`config.mk`:
```
export PLATFORM = sky130hd
export DESIGN_NAME = pwm_ctrl
export DESIGN_NICKNAME = d
export VERILOG_FILES = /design/src/rtl/pwm_pkg.sv /design/src/rtl/pwm_prescale.sv /design/src/rtl/pwm_channel.sv /design/src/rtl/pwm_ctrl.sv
export SDC_FILE = /design/constraint.sdc
export NUM_CORES = 1
export LEC_CHECK = 0
export CORE_UTILIZATION = 55
export CTS_CLUSTER_DIAMETER = 50
export DETAILED_ROUTE_END_ITERATION = 6
export PLACE_DENSITY = 0.76
export SLEW_MARGIN = 20
export SYNTH_ARGS = -nofsm -noshare
export SYNTH_HDL_FRONTEND = slang
export SYNTH_SLANG_ARGS = --single-unit
```
`constraint.sdc`:
```
create_clock -name clk -period 14 [get_ports clk]
set_input_delay 3.5 -clock clk [delete_from_list [all_inputs] [get_ports clk]]
set_output_delay 3.5 -clock clk [all_outputs]
set_load 0.02 [all_outputs]
```
`src/rtl/pwm_pkg.sv`:
```
`timescale 1ns/1ps
package pwm_pkg;
  localparam int PSC_MAX    = 10;
  localparam int PSC_SEL_W  = 4;
  localparam int OFS_ENABLE = 'h004;
  localparam int OFS_DISABLE= 'h008;
  localparam int OFS_STATUS = 'h00C;
  localparam int OFS_ISR    = 'h01C;
  localparam int OFS_BANK0  = 'h200;
  localparam int BANK_SHIFT = 5;
  localparam int REG_MODE   = 'h00;
  localparam int REG_DUTY   = 'h04;
  localparam int REG_PERIOD = 'h08;
  localparam int REG_UPD    = 'h10;
  localparam int MODE_POL   = 9;
  localparam int MODE_TGT   = 10;

  typedef struct packed {
    logic                 tgt_period;
    logic                 pol;
    logic [PSC_SEL_W-1:0] psc_sel;
  } chan_mode_t;
endpackage

```
`src/rtl/pwm_prescale.sv`:
```
`timescale 1ns/1ps
module pwm_prescale #(
  parameter int DIV_W = 10,
  parameter int SEL_W = 4
) (
  input  logic             clk,
  input  logic             rst_n,
  input  logic             run,
  input  logic             restart,
  input  logic [SEL_W-1:0] sel,
  output logic             tick
);
  logic [DIV_W-1:0] div_q, div_d, mask;
  logic [SEL_W-1:0] sel_eff;
  logic             div_en;

  always_comb begin
    sel_eff = (sel > SEL_W'(DIV_W)) ? SEL_W'(DIV_W) : sel;
    mask    = ~({DIV_W{1'b1}} << sel_eff);
    tick    = run & (&(div_q | ~mask));
    div_en  = restart | run;
    div_d   = restart ? '0 : div_q + 1'b1;
  end

  always_ff @(posedge clk or negedge rst_n) begin
    if (!rst_n)      div_q <= '0;
    else if (div_en) div_q <= div_d;
  end
endmodule

```
`src/rtl/pwm_channel.sv`:
```
`timescale 1ns/1ps
module pwm_channel
  import pwm_pkg::*;
#(
  parameter int CNT_W  = 16,
  parameter int DATA_W = 32
) (
  input  logic              clk,
  input  logic              rst_n,
  input  logic              en_req,
  input  logic              dis_req,
  input  logic              wr_mode,
  input  logic              wr_duty,
  input  logic              wr_period,
  input  logic              wr_upd,
  input  logic [DATA_W-1:0] wdata,
  output logic              active_o,
  output logic              wrap_o,
  output logic              pol_o,
  output logic              pwm_o,
  output logic [DATA_W-1:0] rd_mode,
  output logic [DATA_W-1:0] rd_duty,
  output logic [DATA_W-1:0] rd_period
);
  chan_mode_t       mode_q, mode_d;
  logic [CNT_W-1:0] cnt_q, cnt_d, duty_q, duty_d, per_q, per_d;
  logic [CNT_W-1:0] pend_q, pend_d, last;
  logic             act_q, act_d, stop_q, stop_d, pv_q, pv_d, ptgt_q, ptgt_d;
  logic             tick, start, wrap, cnt_en, cfg_en, unused_bits;

  assign unused_bits = ^{wdata[DATA_W-1:CNT_W], wdata[8:PSC_SEL_W]};
  assign start = en_req & ~act_q;

  pwm_prescale #(.DIV_W(PSC_MAX), .SEL_W(PSC_SEL_W)) u_psc (
    .clk(clk), .rst_n(rst_n), .run(act_q), .restart(start),
    .sel(mode_q.psc_sel), .tick(tick)
  );

  always_comb begin
    last   = (per_q == '0) ? '0 : per_q - 1'b1;
    wrap   = act_q & tick & (cnt_q >= last);
    cnt_en = start | (act_q & tick);
    cnt_d  = (start | wrap) ? '0 : cnt_q + 1'b1;
    act_d  = start ? 1'b1 : ((wrap & stop_q) ? 1'b0 : act_q);
    if (start | (wrap & stop_q)) stop_d = 1'b0;
    else if (dis_req & act_q)    stop_d = 1'b1;
    else                         stop_d = stop_q;
    pv_d   = wr_upd ? 1'b1 : (wrap ? 1'b0 : pv_q);
    pend_d = wr_upd ? wdata[CNT_W-1:0] : pend_q;
    ptgt_d = wr_upd ? mode_q.tgt_period : ptgt_q;
    duty_d = duty_q;
    per_d  = per_q;
    if (wrap & pv_q) begin
      if (ptgt_q) per_d  = pend_q;
      else        duty_d = pend_q;
    end
    if (wr_duty)   duty_d = wdata[CNT_W-1:0];
    if (wr_period) per_d  = wdata[CNT_W-1:0];
    mode_d = wr_mode ? {wdata[MODE_TGT], wdata[MODE_POL], wdata[PSC_SEL_W-1:0]} : mode_q;
    cfg_en = wr_mode | wr_duty | wr_period | wr_upd | wrap;
  end

  always_ff @(posedge clk or negedge rst_n) begin
    if (!rst_n) begin
      act_q  <= 1'b0;
      stop_q <= 1'b0;
    end else begin
      act_q  <= act_d;
      stop_q <= stop_d;
    end
  end

  always_ff @(posedge clk or negedge rst_n) begin
    if (!rst_n)      cnt_q <= '0;
    else if (cnt_en) cnt_q <= cnt_d;
  end

  always_ff @(posedge clk or negedge rst_n) begin
    if (!rst_n) begin
      mode_q <= '0;
      duty_q <= '0;
      per_q  <= '0;
      pend_q <= '0;
      pv_q   <= 1'b0;
      ptgt_q <= 1'b0;
    end else if (cfg_en) begin
      mode_q <= mode_d;
      duty_q <= duty_d;
      per_q  <= per_d;
      pend_q <= pend_d;
      pv_q   <= pv_d;
      ptgt_q <= ptgt_d;
    end
  end

  assign active_o = act_q;
  assign wrap_o   = wrap;
  assign pol_o    = mode_q.pol;
  assign pwm_o    = (act_q & (cnt_q >= duty_q)) ^ mode_q.pol;

  always_comb begin
    rd_mode                      = '0;
    rd_mode[PSC_SEL_W-1:0]       = mode_q.psc_sel;
    rd_mode[MODE_POL]            = mode_q.pol;
    rd_mode[MODE_TGT]            = mode_q.tgt_period;
    rd_duty                      = DATA_W'(duty_q);
    rd_period                    = DATA_W'(per_q);
  end
endmodule

```
`src/rtl/pwm_ctrl.sv`:
```
`timescale 1ns/1ps
module pwm_ctrl
  import pwm_pkg::*;
#(
  parameter int NCH    = 4,
  parameter int ADDR_W = 12,
  parameter int DATA_W = 32,
  parameter int CNT_W  = 16
) (
  input  logic              clk,
  input  logic              rst_n,
  input  logic              bus_wr,
  input  logic              bus_rd,
  input  logic [ADDR_W-1:0] bus_addr,
  input  logic [DATA_W-1:0] bus_wdata,
  output logic [DATA_W-1:0] bus_rdata,
  output logic [NCH-1:0]    pwm_out,
  output logic              irq
);
  localparam logic [ADDR_W-1:0] A_EN   = ADDR_W'(OFS_ENABLE);
  localparam logic [ADDR_W-1:0] A_DIS  = ADDR_W'(OFS_DISABLE);
  localparam logic [ADDR_W-1:0] A_STAT = ADDR_W'(OFS_STATUS);
  localparam logic [ADDR_W-1:0] A_ISR  = ADDR_W'(OFS_ISR);
  localparam logic [ADDR_W-1:0] A_BANK = ADDR_W'(OFS_BANK0);

  logic [1:0]              rs_q;
  logic                    rst_int_n;
  logic [NCH-1:0]          act_vec, wrap_vec, pol_vec, isr_q, isr_d, sel_ch;
  logic [ADDR_W-1:0]       bank_rel, bank_num;
  logic [BANK_SHIFT-1:0]   reg_ofs;
  logic                    in_bank, wr_en, wr_dis, isr_clr, isr_en;
  logic [DATA_W-1:0]       rdata_d;
  logic [DATA_W-1:0]       rd_mode_a [NCH];
  logic [DATA_W-1:0]       rd_duty_a [NCH];
  logic [DATA_W-1:0]       rd_per_a  [NCH];

  always_ff @(posedge clk or negedge rst_n) begin
    if (!rst_n) rs_q <= 2'b00;
    else        rs_q <= {rs_q[0], 1'b1};
  end
  assign rst_int_n = rs_q[1];

  always_comb begin
    bank_rel = bus_addr - A_BANK;
    bank_num = bank_rel >> BANK_SHIFT;
    reg_ofs  = bank_rel[BANK_SHIFT-1:0];
    in_bank  = (bus_addr >= A_BANK);
    wr_en    = bus_wr & (bus_addr == A_EN);
    wr_dis   = bus_wr & (bus_addr == A_DIS);
    isr_clr  = bus_rd & (bus_addr == A_ISR);
    isr_d    = (isr_clr ? '0 : isr_q) | wrap_vec;
    isr_en   = isr_clr | (|wrap_vec);
  end

  generate
    for (genvar c = 0; c < NCH; c++) begin : g_ch
      assign sel_ch[c] = in_bank & (bank_num == ADDR_W'(c));
      pwm_channel #(.CNT_W(CNT_W), .DATA_W(DATA_W)) u_ch (
        .clk(clk), .rst_n(rst_int_n),
        .en_req(wr_en & bus_wdata[c]),
        .dis_req(wr_dis & bus_wdata[c]),
        .wr_mode(bus_wr & sel_ch[c] & (reg_ofs == BANK_SHIFT'(REG_MODE))),
        .wr_duty(bus_wr & sel_ch[c] & (reg_ofs == BANK_SHIFT'(REG_DUTY))),
        .wr_period(bus_wr & sel_ch[c] & (reg_ofs == BANK_SHIFT'(REG_PERIOD))),
        .wr_upd(bus_wr & sel_ch[c] & (reg_ofs == BANK_SHIFT'(REG_UPD))),
        .wdata(bus_wdata),
        .active_o(act_vec[c]), .wrap_o(wrap_vec[c]), .pol_o(pol_vec[c]),
        .pwm_o(pwm_out[c]),
        .rd_mode(rd_mode_a[c]), .rd_duty(rd_duty_a[c]), .rd_period(rd_per_a[c])
      );
    end
  endgenerate

  always_ff @(posedge clk or negedge rst_int_n) begin
    if (!rst_int_n)  isr_q <= '0;
    else if (isr_en) isr_q <= isr_d;
  end

  always_comb begin
    rdata_d = '0;
    if (bus_addr == A_STAT)     rdata_d = DATA_W'(act_vec);
    else if (bus_addr == A_ISR) rdata_d = DATA_W'(isr_q);
    for (int i = 0; i < NCH; i++) begin
      if (sel_ch[i]) begin
        case (reg_ofs)
          BANK_SHIFT'(REG_MODE):   rdata_d = rd_mode_a[i];
          BANK_SHIFT'(REG_DUTY):   rdata_d = rd_duty_a[i];
          BANK_SHIFT'(REG_PERIOD): rdata_d = rd_per_a[i];
          default:                 ;
        endcase
      end
    end
  end

  assign bus_rdata = bus_rd ? rdata_d : '0;
  assign irq       = |isr_q;
endmodule

```
---- Word level (Yosys, flattened, before mapping) ----
Index checks and enable logic that the tools add are counted.
word-level totals
  register bits after elaboration ......... 342
  memories kept ........................... 0
  word-level logic and storage cells ...... 347
  memory bits (read-only) ................. 0
  latch bits .............................. 0
  bits of input ports ..................... 48
  memory bits (writable) .................. 0
  output and inout bits ................... 37
operators by class
  shift operators ......................... 4
  reduce and logical (&&, ||, !) cells .... 56
  divide/modulo/power cells ............... 0
  magnitude comparators ................... 13
  muxes and demuxes ....................... 76
  multipliers ............................. 0
  equality and inequality tests ........... 14
  add/sub/neg operators ................... 13
  bitwise operators ....................... 121
operators by type and width
  kind                   number
  $mux 16                32
  $pmux 32 s3            4
  $mux 32                6
  $ge 16x16->1           8
  $not 10->10            8
  $and 1x1->1            67
  $add 16x1->16 const B  4
  $logic_not 16->1       4
  $sub 16x1->16 const B  4
  $reduce_bool 2->1      24
  $add 10x1->10 const B  4
  $mux 10                4
  $or 10x10->10          4
  $reduce_and 10->1      4
  $shl 10x4->10 const A  4
  $or 1x1->1             33
  $eq 12x4->1 const B    2
  $mux 1                 24
  $mux 4                 6
  $reduce_and 2->1       12
  $reduce_and 3->1       8
  $gt 4x4->1 const B     4
  $eq 7x2->1 const B     2
  $eq 12x3->1 const B    1
  14 further kinds       24

---- Depth between registers and ports, before layout ----
Gate-level depths: netlist of run 1.
  depth after elaboration ................. 13
  mapped depth ............................ 17
  depth with buffers taken out ............ 15

---- Hierarchy ----
Synthesis of run 1 repeated with hierarchy kept, for this count alone.
unflattened totals
  cells, all modules ...................... 3069
  area, all modules ....................... 26025.0 µm²
by module, submodules not included
  module                          area an instance (µm²)  times used  cells an instance  seq. area each (µm²)
  pwm_channel (g_ch[0].u_ch ...)  4874.7                  3           539                1851.8
  pwm_channel (g_ch[3].u_ch)      4839.6                  1           535                1851.8
  pwm_ctrl                        4244.1                  1           673                150.1
  pwm_prescale                    579.3                   4           61                 250.2

---- Least setup slack after synthesis of run 1 ----
No wires, ideal clock.
  path type ............................... in2out
  start ................................... in bus_addr[5]
  end ..................................... out bus_rdata[14]
  cell stages on the path ................. 8
  data required time ...................... 10.500 ns
  path buffers ............................ 3
  arrival ................................. 5.371 ns
  path slack .............................. 5.129 ns
  path through ............................ clkbuf_1 > inv_1 > or3_1 > clkbuf_1 > clkbuf_1 > o22ai_1 > a21oi_1 > a21boi_0
between the ends
  word-level cells in the longest chain between the ends .. 11
  elaborated cells on any way between the ends .. 18
  those cells by class .................... 1 x add/sub; 1 x order compare; 3 x eq/ne; 8 x mux; 4 x bitwise; 1 x reduce/logical
RTL lines
  item                line            RTL
  start: declaration  pwm_ctrl.sv:14  input logic [ADDR_W-1:0] bus_addr,
  $sub 12x10->12      pwm_ctrl.sv:44  bank_rel = bus_addr - A_BANK;
  $logic_not 12->1    pwm_ctrl.sv:57  assign sel_ch[c] = in_bank & (bank_num == ADDR_W'(c));
  $and 1x1->1         pwm_ctrl.sv:57
  $mux 32             pwm_ctrl.sv:84  if (sel_ch[i]) begin
  $pmux 32 s3         pwm_ctrl.sv:85  case (reg_ofs)
  $mux 32             pwm_ctrl.sv:84
  $pmux 32 s3         pwm_ctrl.sv:85
  $mux 32             pwm_ctrl.sv:84
  $pmux 32 s3         pwm_ctrl.sv:85
  $mux 32 (*)         pwm_ctrl.sv:84
  $mux 32 (*)         pwm_ctrl.sv:95  assign bus_rdata = bus_rd ? rdata_d : '0;
  end: declaration    pwm_ctrl.sv:16  output logic [DATA_W-1:0] bus_rdata,
Mark *: on every way between the ends. The rest lies on a longest branch, timed or not.

---- Final worst setup path of run 1 ----
  start ................................... in bus_addr[3]
  end ..................................... out bus_rdata[11]
between the ends
  word-level cells in the longest chain between the ends .. 11
  elaborated cells on any way between the ends .. 22
  those cells by class .................... 1 x add/sub; 1 x order compare; 5 x eq/ne; 9 x mux; 4 x bitwise; 2 x reduce/logical
RTL lines
  item                                               line
  $sub 12x10->12                                     pwm_ctrl.sv:44
  $eq 5x4->1 (tied with other cells)                 pwm_ctrl.sv:85
  $pmux 32 s3 / $and 1x1->1 (equally long branches)  pwm_ctrl.sv:85, pwm_ctrl.sv:57
  $mux 32                                            pwm_ctrl.sv:84
  $pmux 32 s3                                        pwm_ctrl.sv:85
  $mux 32                                            pwm_ctrl.sv:84
  $pmux 32 s3                                        pwm_ctrl.sv:85
  $mux 32                                            pwm_ctrl.sv:84
  $pmux 32 s3                                        pwm_ctrl.sv:85
  $mux 32 (*)                                        pwm_ctrl.sv:84
  $mux 32 (*)                                        pwm_ctrl.sv:95
Marks and branches as above.

==> reports/metrics.csv, run 1 <==
stage;metric;value;unit
routing;Wirelength per Cell;21.24;microns
routing;DRC errors left;0;
setup_path;crit path DAT;7530;ps
cts;Clk Tree Root Cell;clkbuf_16;
layout;commonest non-fill, non-tap cell in the layout;dfrtp_1;
cts;clk buf depth;3;
routing;vias per std cell;6.244;
routing;Routed Antenna Nets;0;
place;Routability Congestion;1.014;
routing;via count;18451;
logic_synthesis;Syn Area/Cell;9.036;sq um
setup_path;Critical Setup Path Class;in2out;
grt;initial antenna violation count;3;
job;Max Cap Violations;0;
cts;Worst-path clk slew;60;ps
routing;DR WL met2;28.48;mm
place;Port Buffer Count;52;
sta;final setup TNS;0;ps
logic_synthesis;synth warn;0;
floorplanning;Initial Util;0.5601;
cts;CTS H-tree depth;2;
sta;Worst-Margin Slew;1157;ps
pwr;Lkg Pwr;11.58;nW
sta;RSZ-0062 raised after global routing;no;
setup_path;CP max stage cell;clkdlybuf4s50_1;
floorplanning;I/O Pins;85;
logic_synthesis;Mapped Area;21700;sq um
setup_path;CP peak stage delay;990;ps
cts;CTS Buf Count;44;
place;worst slack, placed;3155;ps
grt;maximum number of pins on one net before global-route repair;83;
sta;final hold vios;0;
cts;hold_buf cts;0;
sta;final setup margin;2969;ps
layout;Final #Nets;2593;
cts;CTS tree;yes;
pwr;P per Cell Area;101.6;nW/um^2
sta;fin crit share;0.7880;
logic_synthesis;ys flop type;dfrtp_1;
logic_synthesis;FF+latch count, synth;342;
grt;first-pass GRT wire length;99.48;mm
routing;drt total wl;62.78;mm
place;hpwl dp;44.55;mm
routing;met3 routed WL;5.378;mm
setup_path;crit-path max FO;29;
grt;number of global-route vias before repair;18130;
grt;Overall Global Routing Usage;0.3126;
floorplanning;die area;40240;sq um
logic_synthesis;ys async rst share;1.000;
min_path;Hold/Removal Path Class;reg2reg;
routing;DRT met1 WL;26.04;mm
grt;gr ovfl total;0;
setup_path;CP Buf/Inv Count;3;
layout;Layout area overhead;10.69;%
floorplanning;Die X;200.6;microns
sta;Final Skew;16.13;ps
setup_path;element type at the critical path start;input port;
sta;min cycle time layout;11030;ps
sta;relative slew slack;0.2262;
cts;latest clock arrival within the worst-skew pair;590;ps
cts;Post CTS Setup Buffer Count;0;
layout;final cell count without fillers;2955;
sta;final number of setup-violating endpoints;0;
place;dpl cells;2873;
routing;top sig layer;met4;
sta;Final Slew Violations;0;
logic_synthesis;Distinct cells, synth;73;
sta;fmax;90.65;MHz
logic_synthesis;Synth Instances;2401;
setup_path;delay-heaviest family, CP;buffers and inverters;
routing;drt first pass iters;6;
layout;commonest cells after routing, fill and taps aside;341 x dfrtp_1, 262 x nand2_1, 244 x nor2_1;
floorplanning;die height;200.6;microns
routing;initial drt markers;1649;
pwr;worst vdd ir;0.00008970;V
outcome;status;finished, final reports clean;
logic_synthesis;sequential area share after synthesis;0.3945;
floorplanning;Cell Rows;72;
cts;Clock Sinks;342;
layout;layout cell share with drive strength beyond 1;0.08662;
floorplanning;core area;38740;sq um
logic_synthesis;number of synthesized flops with an enable pin;0;
setup_path;Cell Chain, Critical Path;clkdlybuf4s50_1 -> nand2b_1 -> nor2_2 -> buf_4 -> a22oi_1 -> o22ai_1 -> nor2_1 -> nor2_1 -> clkdlybuf4s50_1;
setup_path;endpoint class of the critical path;output pin;
cts;post_cts resized;0;
setup_path;Critical Path RT;10500;ps
registers in the layout, indices dropped and copies added (netlist names):
name,count
rs_q,2
g_ch.u_ch.ptgt_q,4
g_ch.u_ch.cnt_q,64
g_ch.u_ch.per_q,64
isr_q,4
g_ch.u_ch.duty_q,64
g_ch.u_ch.stop_q,4
g_ch.u_ch.active_o,4
g_ch.u_ch.rd_mode,20
g_ch.u_ch.pol_o,4
g_ch.u_ch.pv_q,4
g_ch.u_ch.pend_q,64
g_ch.u_ch.u_psc.div_q,40
worst reg2reg max path, stage by stage, from the launching register on:
cell     delay (ps)
dfrtp_1         460
or4_1           600
or4_1           470
nor2_1          210
nand3_1         370
nand2_1         210
ha_1            160
nand4_1          90
o41ai_1         510
a211o_1         540
or4b_1          970
a32oi_1         330
o21ai_0         120
path summary, 6_finish.rpt:
kind | startpoint | endpoint | slack (ps) | cells after the start
min in group asynchronous | rs_q[1]$_DFF_PN0_ | g_ch[2].u_ch.cnt_q[12]$_DFFE_PN0P_ | 370 | 0
max | bus_addr[3] | bus_rdata[11] | 2970 | 9
min reg2reg | rs_q[0]$_DFF_PN0_ | rs_q[1]$_DFF_PN0_ | 340 | 0
max reg2reg | g_ch[0].u_ch.per_q[5]$_DFFE_PN0P_ | g_ch[0].u_ch.duty_q[15]$_DFFE_PN0P_ | 8790 | 12
max in group asynchronous | rst_n | rs_q[1]$_DFF_PN0_ | 10800 | 1
min | rs_q[0]$_DFF_PN0_ | rs_q[1]$_DFF_PN0_ | 340 | 0
per-layer routing:
layer	vias up	track usage
met3	181	0.06039
met1	8959	0.4161
li1	8553	-
met4	0	0.1538
met2	758	0.4892
met5	-	0
layout make-up:
cell class / count / area (sq um)
Fill cell: 3279 / 14720
Multi-Input combinational cell: 1840 / 12250
Sequential cell: 342 / 8562
Clock buffer: 55 / 1215
Timing Repair Buffer: 75 / 691.9
Tap cell: 518 / 648.1
Inverter: 98 / 367.9
Clock inverter: 26 / 272.8
Antenna cell: 1 / 2.502
cells in the mapped netlist, types with 31 or more instances:
cell      number  area share
dfrtp_1      342        0.39
nand2_1      262       0.045
nor2_1       248       0.043
a21oi_1      177       0.041
ha_1         144       0.083
mux2i_1      135       0.062
o21ai_0      122       0.028
inv_1         97       0.017
mux2_2        91       0.047
clkbuf_1      88       0.015
nand3_1       75       0.017
xor2_1        44       0.018
a22oi_1       41       0.014
xnor2_1       40       0.016
nor3_1        36      0.0083
a21o_1        32       0.011
nand4_1       32      0.0092
o22ai_1       31      0.0089
power breakdown:
group	switching [mW]	leakage (nW)	total [mW]	internal, mW
registers	0.0411	3.77	1.05	1.01
clock network	0.480	0.736	1.16	0.682
logic	0.146	7.08	0.226	0.0801
total	0.667	11.6	2.44	1.77
cell families after synthesis:
| family | share of synthesized area |
|---|---|
| DFF | 0.3945 |
| adders and majority gates | 0.08351 |
| buffers and inverters | 0.04614 |
| muxes | 0.1095 |
| AOI/OAI and AO/OA | 0.1509 |
| xor gates and xnor gates | 0.03391 |
| other | 0.0003461 |
| and+or+nand+nor | 0.1812 |
metrics by stage:
step / total power, mW / area, sq um / utilization / hold slack [ps]
6_report: 2.441 / 24010 / 0.6199 / 344.1
5_1_grt: 2.522 / 24010 / 0.6199 / 358.3
4_1_cts: 2.452 / 23990 / 0.6193 / 351.0
3_5_place_dp: 1.289 / 22500 / 0.5808 / 345.8
3_3_place_gp: 1.278 / 22490 / 0.5806 / 337.4
2_1_floorplan: 1.214 / 21750 / - / 331.2
Power figures use the tool's default switching activity.
==> inputs of run 2 (changes only) <==
Clock period 14 ns to 10.82 ns, I/O delays scaled along.
==> run 2 against run 1 <==
- the flow now finishes with violations (design-rule violations)
- sequential cell count unchanged
- clock power rose by 33%
- via count is essentially flat
- largest cell class unchanged
- highest routed layer unchanged
- first-iteration DRC count fell by 1.3%
- sequential share of layout area is essentially flat
- hold slack worse by 180 ps
- final cell count shrank 0.20%
- die area unchanged
- wire length decreased by 0.46%
- utilization up 0.084 points
- global-route usage shrank 0.060 points
- total power is 31% higher
==> reports/metrics.csv, run 2 (same netlist as run 1, synthesis figures left out) <==
stage;metric;value;unit
cts;Clock Sinks;342;
place;worst slack, placed;1514;ps
sta;final setup margin;1374;ps
routing;Wirelength per Cell;21.19;microns
cts;Clk Tree Root Cell;clkbuf_16;
place;dpl cells;2872;
layout;final cell count without fillers;2949;
grt;number of global-route vias before repair;17890;
cts;CTS tree;yes;
layout;layout cell share with drive strength beyond 1;0.08440;
setup_path;Levels on crit path;9;
routing;drt total wl;62.49;mm
setup_path;crit-path max FO;22;
setup_path;Cell Chain, Critical Path;clkdlybuf4s50_1 -> nand2b_1 -> nor2_2 -> buf_4 -> a22oi_1 -> o22ai_1 -> nor2_1 -> nor2_1 -> clkdlybuf4s50_1;
sta;relative slew slack;0.1864;
setup_path;element type at the critical path start;input port;
sta;fin crit share;0.8730;
sta;min cycle time layout;9446;ps
setup_path;Crit Reg-Reg Startpoint;g_ch[0].u_ch.per_q[5]$_DFFE_PN0P_;
floorplanning;I/O Pins;85;
place;Routability Congestion;1.023;
cts;CTS Buf Count;42;
setup_path;worst r2r dst;g_ch[0].u_ch.per_q[15]$_DFFE_PN0P_;
cts;CTS H-tree depth;2;
pwr;worst vdd ir;0.0001134;V
grt;gr ovfl total;0;
routing;via count;18469;
pwr;P per Cell Area;132.8;nW/um^2
floorplanning;die height;200.6;microns
cts;latest clock arrival within the worst-skew pair;580;ps
setup_path;delay-heaviest family, CP;buffers and inverters;
sta;fmax;105.9;MHz
outcome;status;finished with violations;
setup_path;CP max stage cell;clkdlybuf4s50_1;
routing;drt first pass iters;7;
setup_path;Critical Setup Path Class;in2out;
setup_path;CP Buf/Inv Count;3;
floorplanning;core area;38740;sq um
grt;maximum number of pins on one net before global-route repair;176;
routing;Routed Antenna Nets;0;
floorplanning;die area;40240;sq um
outcome;failing checks;design-rule violations;
layout;Final #Nets;2590;
setup_path;crit path DAT;6740;ps
grt;first-pass GRT wire length;98.94;mm
floorplanning;Die X;200.6;microns
layout;fill count;3253;
min_path;Hold/Removal Path Class;reg2async;
cts;Post CTS Setup Buffer Count;0;
setup_path;endpoint class of the critical path;output pin;
floorplanning;Initial Util;0.5601;
sta;RSZ-0062 raised after global routing;no;
sta;final hold vios;0;
setup_path;Critical Path RT;8120;ps
routing;vias per std cell;6.263;
cts;hold_buf cts;0;
cts;post_cts resized;0;
routing;DRC errors left;1;
place;Port Buffer Count;52;
sta;Final Slew Violations;0;
grt;initial antenna violation count;1;
routing;initial drt markers;1627;
floorplanning;Cell Rows;72;
setup_path;R2R depth;13;
sta;Final Skew;27.05;ps
cts;clk buf depth;3;
setup_path;reg2reg setup slack;5440;ps
layout;commonest non-fill, non-tap cell in the layout;dfrtp_1;
pwr;Lkg Pwr;11.59;nW
layout;Layout area overhead;10.84;%
sta;final setup TNS;0;ps
cts;Worst-path clk slew;50;ps
setup_path;CP peak stage delay;990;ps
sta;final number of setup-violating endpoints;0;
place;hpwl dp;44.55;mm
grt;Overall Global Routing Usage;0.3120;
layout;commonest cells after routing, fill and taps aside;341 x dfrtp_1, 262 x nand2_1, 244 x nor2_1;
job;Max Cap Violations;0;
sta;Worst-Margin Slew;1217;ps
-- run 2: changes by cell type in the layout (fill, tap and decap cells not counted), moves of 2 or more --
cell,delta
clkbuf_8,+2
buf_4,-2
clkinv_4,-3
bufinv_16,+5
clkinv_2,-3
clkbuf_16,-3
-- run 2: final cells by class --
| class | instances | area (sq um) | share of cell area |
|---|---|---|---|
| Inverter | 98 | 367.9 | 0.01530 |
| Multi-Input combinational cell | 1840 | 12250 | 0.5096 |
| Antenna cell | 2 | 5.005 | 0.0002081 |
| Clock buffer | 53 | 1164 | 0.04839 |
| Clock inverter | 22 | 349.1 | 0.01452 |
| Timing Repair Buffer | 74 | 696.9 | 0.02898 |
| Tap cell | 518 | 648.1 | 0.02695 |
| Sequential cell | 342 | 8562 | 0.3561 |
-- run 2: stage by stage --
stage,util,power (mW),instance area (sq um),hold WS [ps]
2_1_floorplan,-,1.571,21750,331.2
3_3_place_gp,0.5807,1.654,22500,171.1
3_5_place_dp,0.5808,1.668,22500,167.9
4_1_cts,0.6199,3.213,24010,172.3
5_1_grt,0.6207,3.304,24040,188.3
6_report,0.6208,3.194,24050,168.3
-- run 2: how the worst max path moves through the flow --
stage                       from                           endpoint  slack, ps
2_1_floorplan  rs_q[1]$_DFF_PN0_  g_ch[0].u_ch.active_o$_DFFE_PN0P_        580
3_3_place_gp         bus_addr[3]                      bus_rdata[11]       1570
3_5_place_dp         bus_addr[3]                      bus_rdata[11]       1510
4_1_cts              bus_addr[3]                      bus_rdata[11]       1520
5_1_grt              bus_addr[3]                      bus_rdata[11]       1180
6_report             bus_addr[3]                      bus_rdata[11]       1370
-- run 2: metal layers --
| metal | GRT usage | share of wire | vias up |
|---|---|---|---|
| li1 | - | - | 8520 |
| met1 | 0.4182 | 0.42 | 9105 |
| met2 | 0.4942 | 0.46 | 713 |
| met3 | 0.06071 | 0.082 | 131 |
| met4 | 0.1325 | 0.039 | 0 |
| met5 | 0 | 0 | - |
-- run 2: worst reg2reg max path: cells and delay by family, from the launching register on --
family | cells | cell delay (ps)
simple gates | 7 | 2800
compound gates | 4 | 1460
flops | 1 | 470
buf+inv | 1 | 380
fa+ha+maj | 1 | 170
-- run 2: power by group --
part	internal [mW]	switching [mW]	total [mW]
sequential	1.31	0.0502	1.36
clock	0.960	0.583	1.54
combinational	0.104	0.189	0.293
total	2.37	0.822	3.19
